==> src/rtl/vff_pkg.sv <==
package vff_pkg;
  typedef enum logic [1:0] {
    SRC_RECT_A = 2'd0,
    SRC_RECT_B = 2'd1,
    SRC_PRI    = 2'd2,
    SRC_OVR    = 2'd3
  } vff_src_e;

  typedef enum logic [1:0] {
    ST_IDLE = 2'd0,
    ST_DIV  = 2'd1,
    ST_MUL  = 2'd2
  } vff_st_e;
endpackage

==> src/rtl/vff_sat_mul.sv <==
// Unsigned product, right shift, saturate to O_W bits.
module vff_sat_mul #(
  parameter int A_W = 12,
  parameter int B_W = 12,
  parameter int SH  = 12,
  parameter int O_W = 12
) (
  input  logic [A_W-1:0] a_i,
  input  logic [B_W-1:0] b_i,
  output logic [O_W-1:0] p_o
);
  localparam int P_W = A_W + B_W;

  logic [P_W-1:0] prod;
  logic [P_W-1:0] prod_sh;

  always_comb begin
    prod    = P_W'(a_i) * P_W'(b_i);
    prod_sh = prod >> SH;
    p_o     = (|prod_sh[P_W-1:O_W]) ? {O_W{1'b1}} : prod_sh[O_W-1:0];
  end
endmodule

==> src/rtl/vff_recip_div.sv <==
// Restoring divider: quot_o = floor(2^NUM_SH / den_i), one bit per cycle.
module vff_recip_div #(
  parameter int D_W    = 12,
  parameter int NUM_SH = 20
) (
  input  logic              clk_i,
  input  logic              rst_ni,
  input  logic              start_i,
  input  logic [D_W-1:0]    den_i,
  output logic              done_o,
  output logic [NUM_SH:0]   quot_o
);
  localparam int N_W   = NUM_SH + 1;
  localparam int CNT_W = $clog2(N_W + 1);

  logic [N_W-1:0]   q_q;
  logic [D_W-1:0]   rem_q;
  logic [CNT_W-1:0] cnt_q;
  logic             done_q;
  logic [D_W:0]     trial;
  logic [D_W:0]     diff;

  always_comb begin
    trial = {rem_q, q_q[N_W-1]};
    diff  = trial - {1'b0, den_i};
  end

  always_ff @(posedge clk_i or negedge rst_ni) begin
    if (!rst_ni) begin
      q_q    <= '0;
      rem_q  <= '0;
      cnt_q  <= '0;
      done_q <= 1'b0;
    end else if (start_i) begin
      q_q    <= N_W'(1) << NUM_SH;
      rem_q  <= '0;
      cnt_q  <= CNT_W'(N_W);
      done_q <= 1'b0;
    end else if (cnt_q != '0) begin
      // divisor 0 always restores positive: quotient ends all ones
      if (trial >= {1'b0, den_i}) begin
        rem_q <= diff[D_W-1:0];
        q_q   <= {q_q[N_W-2:0], 1'b1};
      end else begin
        rem_q <= trial[D_W-1:0];
        q_q   <= {q_q[N_W-2:0], 1'b0};
      end
      cnt_q  <= cnt_q - 1'b1;
      done_q <= (cnt_q == CNT_W'(1));
    end else begin
      done_q <= 1'b0;
    end
  end

  assign done_o = done_q;
  assign quot_o = q_q;
endmodule

==> src/rtl/vff_term_gen.sv <==
module vff_term_gen
  import vff_pkg::*;
#(
  parameter int VREF_W   = 12,
  parameter int VS_W     = 12,
  parameter int VS_FRAC  = 12,
  parameter int VR_W     = 12,
  parameter int RS_W     = 12,
  parameter int RS_FRAC  = 11,
  parameter int RCP_W    = 16,
  parameter int RCP_FRAC = 20,
  parameter int FF_W     = 10
) (
  input  logic              clk_i,
  input  logic              rst_ni,
  input  logic              start_i,
  input  logic              pcm_mode_i,
  input  logic [1:0]        src_sel_i,
  input  logic [VREF_W-1:0] vref_i,
  input  logic [VS_W-1:0]   vout_scale_i,
  input  logic [VR_W-1:0]   vrect_a_i,
  input  logic [VR_W-1:0]   vrect_b_i,
  input  logic [RS_W-1:0]   rect_scale_i,
  input  logic [RCP_W-1:0]  inv_vin_i,
  input  logic [RCP_W-1:0]  ovr_recip_i,
  output logic              done_o,
  output logic [FF_W-1:0]   ff_o
);
  localparam int Q_W   = RCP_FRAC + 1;
  localparam int FF_SH = RCP_FRAC - FF_W;

  vff_st_e            st_q;
  logic               accept;
  logic               busy_q;
  logic               pcm_q;
  logic [1:0]         sel_q;
  logic [VREF_W-1:0]  vref_q;
  logic [VS_W-1:0]    vscale_q;
  logic [RS_W-1:0]    rscale_q;
  logic [VR_W-1:0]    den_q;
  logic [RCP_W-1:0]   recip_q;
  logic [FF_W-1:0]    ff_q;
  logic               done_q;

  logic               div_start;
  logic               div_done;
  logic [Q_W-1:0]     div_quot;
  logic [RCP_W-1:0]   raw_recip;
  logic [RCP_W-1:0]   rect_recip;
  logic [VREF_W-1:0]  vout_tgt;
  logic [FF_W-1:0]    ff_sat;

  assign accept    = (st_q == ST_IDLE) && start_i;
  assign busy_q    = (st_q != ST_IDLE);
  assign div_start = accept && !src_sel_i[1];
  assign raw_recip = (|div_quot[Q_W-1:RCP_W]) ? {RCP_W{1'b1}} : div_quot[RCP_W-1:0];

  vff_recip_div #(.D_W(VR_W), .NUM_SH(RCP_FRAC)) u_div (
    .clk_i  (clk_i),
    .rst_ni (rst_ni),
    .start_i(div_start),
    .den_i  (den_q),
    .done_o (div_done),
    .quot_o (div_quot)
  );

  vff_sat_mul #(.A_W(RCP_W), .B_W(RS_W), .SH(RS_FRAC), .O_W(RCP_W)) u_rect_scl (
    .a_i(raw_recip), .b_i(rscale_q), .p_o(rect_recip)
  );

  vff_sat_mul #(.A_W(VREF_W), .B_W(VS_W), .SH(VS_FRAC), .O_W(VREF_W)) u_tgt (
    .a_i(vref_q), .b_i(vscale_q), .p_o(vout_tgt)
  );

  vff_sat_mul #(.A_W(VREF_W), .B_W(RCP_W), .SH(FF_SH), .O_W(FF_W)) u_ff (
    .a_i(vout_tgt), .b_i(recip_q), .p_o(ff_sat)
  );

  always_ff @(posedge clk_i or negedge rst_ni) begin
    if (!rst_ni) begin
      st_q     <= ST_IDLE;
      pcm_q    <= 1'b0;
      sel_q    <= '0;
      vref_q   <= '0;
      vscale_q <= '0;
      rscale_q <= '0;
      den_q    <= '0;
      recip_q  <= '0;
      ff_q     <= '0;
      done_q   <= 1'b0;
    end else begin
      done_q <= 1'b0;
      unique case (st_q)
        ST_IDLE: if (start_i) begin
          pcm_q    <= pcm_mode_i;
          sel_q    <= src_sel_i;
          vref_q   <= vref_i;
          vscale_q <= vout_scale_i;
          rscale_q <= rect_scale_i;
          den_q    <= src_sel_i[0] ? vrect_b_i : vrect_a_i;
          if (src_sel_i[1]) begin
            recip_q <= (src_sel_i == SRC_OVR) ? ovr_recip_i : inv_vin_i;
            st_q    <= ST_MUL;
          end else begin
            st_q    <= ST_DIV;
          end
        end
        ST_DIV: if (div_done) begin
          recip_q <= rect_recip;
          st_q    <= ST_MUL;
        end
        ST_MUL: begin
          ff_q   <= pcm_q ? '0 : ff_sat;
          done_q <= 1'b1;
          st_q   <= ST_IDLE;
        end
        default: st_q <= ST_IDLE;
      endcase
    end
  end

  assign done_o = done_q;
  assign ff_o   = ff_q;
endmodule

==> config.mk <==
export PLATFORM = sky130hd
export DESIGN_NAME = vff_term_gen
export DESIGN_NICKNAME = d
export VERILOG_FILES = /design/src/rtl/vff_pkg.sv /design/src/rtl/vff_sat_mul.sv /design/src/rtl/vff_recip_div.sv /design/src/rtl/vff_term_gen.sv
export SDC_FILE = /design/constraint.sdc
export NUM_CORES = 1
export LEC_CHECK = 0
export CAP_MARGIN = 20
export CORE_ASPECT_RATIO = 1.1
export CORE_MARGIN = 2
export CORE_UTILIZATION = 50
export CTS_BUF_LIST = sky130_fd_sc_hd__clkbuf_16
export CTS_CLUSTER_SIZE = 25
export DETAILED_ROUTE_END_ITERATION = 16
export PLACE_DENSITY = 0.68
export SETUP_SLACK_MARGIN = 0.5
export SYNTH_ARGS = -nofsm -noshare
export SYNTH_HDL_FRONTEND = slang
export SYNTH_SLANG_ARGS = --single-unit
==> constraint.sdc <==
create_clock -name clk_i -period 34 [get_ports clk_i]
set_clock_uncertainty 0.1 [all_clocks]
set_input_delay 5.1 -clock clk_i [delete_from_list [all_inputs] [get_ports clk_i]]
set_output_delay 5.1 -clock clk_i [all_outputs]
set_load 0.05 [all_outputs]
# Word level (Yosys, flattened, before mapping)
# Index checks and enable logic that the tools add are counted.
word_totals:
  ff_bits: 117
  wordCells: 63
  out_inout_bits: 11
  input_bits: 98
classes:
  reduce_logical: 12
  order_cmp: 1
  n_eq_ne: 7
  mul: 3
  addsub: 2
  n_mux: 25
ops:
  columns: ["operator", "n"]
  rows:
  - ["16-bit two-way mux", 6]
  - ["12-bit two-way mux", 4]
  - ["21-bit two-way mux", 2]
  - ["16-bit one-hot mux with 2 select lines", 1]
  - ["12-bit by 16-bit multiplier with 28-bit output", 1]
  - ["16-bit by 12-bit multiplier with 28-bit output", 1]
  - ["12-bit by 12-bit multiplier with 24-bit output", 1]
  - ["10-bit two-way mux", 2]
  - ["13-bit by 12-bit greater-or-equal comparator with 1-bit output", 1]
  - ["12-bit subtractor", 1]
  - ["5-bit two-way mux", 2]
  - ["8-bit OR reduction", 1]
  - ["2-bit two-way mux", 3]
  - ["5-bit by 1-bit equality test with 1-bit output (second input constant)", 1]
  - ["5-bit nonzero test", 1]
  - ["5-bit OR reduction", 1]
  - ["5-bit by 1-bit subtractor with 5-bit output (second input constant)", 1]
  - ["2-bit equality test (second input constant)", 2]
  - ["1-bit two-way mux", 4]
  - ["2-bit != test (second input constant)", 2]
  - ["2-bit one-hot mux with 2 select lines", 1]
  - ["2-bit AND reduction", 2]
  - ["4-bit AND reduction", 1]
  - ["2-bit nonzero test", 2]
  - ["5 further kinds", 6]

# Depth between registers and ports, before layout
logic_depth:
  depth_word: 6
  depth_mapped: 47
  mapped_depth_nobuf: 45

# Hierarchy
# From an unflattened synthesis, not the netlist that was laid out.
hier_totals:
  hier_cells: 2628
  area_unflattened_um2: 23069.6
by_module_without_submodules:
  columns: ["mod", "seq_area_each_um2", "instances", "area_each_um2", "cells_each"]
  rows:
  - ["vff_sat_mul at u_ff", 0.0, 1, 6437.4, 779]
  - ["vff_sat_mul at u_rect_scl", 0.0, 1, 6079.6, 726]
  - ["vff_sat_mul at u_tgt", 0.0, 1, 4533.1, 543]
  - ["vff_term_gen", 1951.9, 1, 3634.7, 319]
  - ["vff_recip_div", 975.9, 1, 2384.8, 261]

# Worst setup path before layout
# Ideal clock, no wire load.
synth_timing:
  path_type: "register to register"
  startpoint: "register vscale_q[3]"
  endpoint: "register ff_q[8] (netlist: ff_o[8])"
  setup_time_ns: 0.139
  path_stages_with_launch: 45
  synth_period_minus_slack_ns: 10.783
  path_buffers: 3
  t_required_ns: 33.761
  arrival_ns: 10.544
  path_slack_ns: 23.217
  path_cell_list: "dfrtp_1 > clkbuf_1 > nand2_1 > fa_1 > fa_1 > fa_1 > inv_1 > fa_1 > inv_1 > fa_1 > inv_1 > ha_1 > a21o_1 > a21oi_1 > o21ai_0 > o31a_1 > or2_2 > o31a_1 > [... 9 more ...] > fa_1 > fa_1 > inv_1 > fa_1 > inv_1 > ha_1 > clkbuf_1 > a21oi_1 > o21ai_0 > a31oi_1 > o221ai_1 > nand3b_1 > a41o_1 > nand2_1 > xnor2_1 > o2111ai_1 > nor4_4 > a21oi_1"
synth_via:
  elab_chain_len: 5
synth_rtl:
  columns: ["element", "line", "rtl"]
  rows:
  - ["start, declared", "vff_term_gen.sv:38", "logic [VS_W-1:0] vscale_q;"]
  - ["start signal, assigned", "vff_term_gen.sv:98", "vscale_q <= vout_scale_i;"]
  - ["12-bit by 12-bit multiplier with 24-bit output *", "vff_sat_mul.sv:18", "prod = P_W'(a_i) * P_W'(b_i);"]
  - ["12-bit by 16-bit multiplier with 28-bit output *", "vff_sat_mul.sv:18", null]
  - ["8-bit OR reduction", "vff_sat_mul.sv:20", "p_o = (|prod_sh[P_W-1:O_W]) ? {O_W{1'b1}} : prod_sh[O_W-1:0];"]
  - ["10-bit two-way mux *", "vff_sat_mul.sv:20", null]
  - ["10-bit two-way mux *", "vff_term_gen.sv:113", "ff_q <= pcm_q ? '0 : ff_sat;"]
  - ["end signal, assigned", "vff_term_gen.sv:113", null]
  - ["end, declared", "vff_term_gen.sv:42", "logic [FF_W-1:0] ff_q;"]
# Mark *: on every way between the ends. The rest lies on a longest branch, timed or not.
# A chain may end at the register's enable or synchronous reset.

# Worst setup path in the final report
layout_timing:
  startpoint: "register vscale_q[3]"
  endpoint: "register ff_q[9] (netlist: ff_o[9])"
# Same word-level chain as after synthesis.

==> summary.txt <==
Worst EP arrival: 12.04 ns
Hold buffers post-CTS: 0
Most common cell after layout, fill and taps aside: inv_1
Synth warn: 0
Largest stage delay, worst path: 0.60 ns
Clock Sinks: 117
Placed inst area: 23,100 um^2
WP data required: 34.21 ns
FP Rows: 80
Hold Path Class: flip-flop to flip-flop
Register area share after synthesis: 13.5%
Filler instances: 3,915
Crit Path Max Fanout: 13
Drc violations: 0
First-pass GRT wire length: 86.2 mm
H-tree depth: 4
Layout cells sized above 1: 4.24%
GRT overflow: 0
Asr flop ratio synth: 100%
Most used DFF post-synth: dfrtp_1
Clock root cell: clkbuf_16
Cell area after layout: 23,700 um^2
Rel. slew slack: 29.2%
Final Hold Viols: 0
Crit Path Category: flip-flop to flip-flop
Share of Yosys cell area claimed by the top area cell type: 34.9%
Post-CTS sizing: 0
Clock slew at reported path FFs: 0.07 ns
Initial cell density of the core: 50.3%
Largest cells by area after synthesis: fa_1 (35%), dfrtp_1 (13%), ha_1 (11%), inv_1 (8.0%), nand2_1 (7.5%)
Antenna violations before repair: 0
Startpoint types: flip-flop
Total negative setup slack: 0 ns
CTS tree: done
Final #Nets: 3,138
Status: finished clean
Synth area leader: fa_1
Syn Area/Cell: 8.86 um^2
Avg WL per Cell: 16.9 um
Overall Global Routing Usage: 23.8%
Slew Viols, Final: 0
Die Height: 222 um
Postcts setup bufs: 0
CP most frequent cell: fa_1
Worst skew pair latency: 0.44 ns
Global placement routability congestion: 0.880
Number of CTS-inserted buffers: 17
#FFs+latches synth: 117
Area Growth Syn to Fin: 9.40%
Min cycle time layout: 11.84 ns
Period utilization: 34.8%
Port-buffer cells: 108
Setup crit end kind: flip-flop
Routed via count: 16,400
Post-DP HPWL: 40.6 mm
Die area: 45,100 um^2
# setup viols final: 0
Post-synth net total: 3,120
Clk buf depth: 2
Crit-path slowest cell: dfrtp_1
ANT nets after route: 0
Drt via density: 5.38
Vias in the first global route: 17,700
Gate Count Post-Synth: 2,447
Max Fclk: 84.5 MHz
Initial drt markers: 921
Number of flops mapped to enable cells by yosys: 0
Maxcap violations: 0
Ant diodes: 0
Initial DRT Pass Iterations: 5
Synthesized area: 21,700 um^2
Synth cell types: 62
RSZ-0062 raised after global routing: no
Largest net degree at the start of global routing: 75
Die width: 203 um
# IOs: 109
Drt total wl: 51.6 mm
Slew @ Worst Pin: 1.06 ns
Core area: 43,100 um^2
Most frequent cells in the layout: inv_1 (466), nand2_1 (431), fa_1 (378), ha_1 (197), and2_1 (169)
synth_stat cells (all sizes together) (8+ instances only):
cell type and instances:
a21oi 120, clkbuf 119, mux2i 37, nor2 51, a211oi 13, dfrtp 117
and2 169, or3 18, fa 378, o211ai 10, a21o 23, nand2b 10
mux2 40, xnor2 29, nand2 431, nor2b 15, o21a 9, nor3 11
inv 465, o21ai 50, ha 197, buf 8, nand3 20, xor2 24
nand4 9
registers in the layout, summed over array words and instances, names as in the netlist:
name	count
den_q	12
done_o	1
ff_o	10
pcm_q	1
recip_q	16
rscale_q	12
st_q	2
u_div.cnt_q	5
u_div.done_o	1
u_div.quot_o	21
u_div.rem_q	12
vref_q	12
vscale_q	12
final timing paths:
path | start | to | slack [ns] | cells after the start
setup / recovery | vscale_q[3]$_DFFE_PN0P_ | ff_o[9]$_DFFE_PN0P_ | 22.16 | 42
hold / removal | u_div.done_o$_DFF_PN0_ | st_q[0]$_DFFE_PN0P_ | 0.37 | 1
setup reg to reg | vscale_q[3]$_DFFE_PN0P_ | ff_o[9]$_DFFE_PN0P_ | 22.16 | 42
hold reg to reg | u_div.done_o$_DFF_PN0_ | st_q[0]$_DFFE_PN0P_ | 0.37 | 1
max in group asynchronous | rst_ni | u_div.quot_o[4]$_DFFE_PN0P_ | 28.04 | 3
min in group asynchronous | rst_ni | u_div.rem_q[3]$_DFFE_PN0P_ | 4.45 | 1
metal layers:
metal	up-vias	routed length (um)	GRT usage, %
met1	8383	20900	29.2
met2	395	27200	43.5
met3	91	1880	2.26
met5	-	0	0
li1	7557	-	-
met4	0	1540	8.15
cell type report:
cell class / instances / area (um^2) / share of cell area, %
inverter: 465 / 1750 / 7.36
tap: 574 / 718 / 3.03
multi-input combinational: 1738 / 16500 / 69.7
clock inverter: 14 / 115 / 0.485
sequential: 117 / 2930 / 12.3
timing repair buffer: 126 / 1250 / 5.26
clock buffer: 17 / 425 / 1.79
through the flow:
stage	setup WS, ns	hold WS, ns	utilization (%)	instances
after floorplan	23.22	0.340	-	2447
after global placement	22.34	0.350	53.5	3013
after detailed placement	21.88	0.357	53.6	3016
after CTS	21.89	0.366	54.9	3047
after global routing	21.55	0.387	55.0	3051
final	22.16	0.367	55.0	3051
logic make-up (layout without fill, tap and decap cells):
| kind of cell | Yosys count | after routing | synth area share [%] |
|---|---|---|---|
| AOI/OAI and AO/OA | 262 | 262 | 7.30 |
| xor gates and xnor gates | 53 | 53 | 2.14 |
| adders and majority gates | 575 | 575 | 46.2 |
| buffers and inverters | 592 | 622 | 10.2 |
| DFF | 117 | 117 | 13.5 |
| muxes | 77 | 77 | 3.78 |
| and+or+nand+nor | 771 | 771 | 16.8 |
worst max-delay path, delay by kind of cell (launching register included):
family	cells	cell delay, ns
fa+ha+maj	12	5.72
compound gates	12	2.40
simple gates	9	1.78
buf+inv	7	0.60
flops	1	0.60
xor+xnor	2	0.47
Power is left out: the tool's default activity adds up to more than one toggle a clock period on the data nets, which glitch-free logic cannot reach.
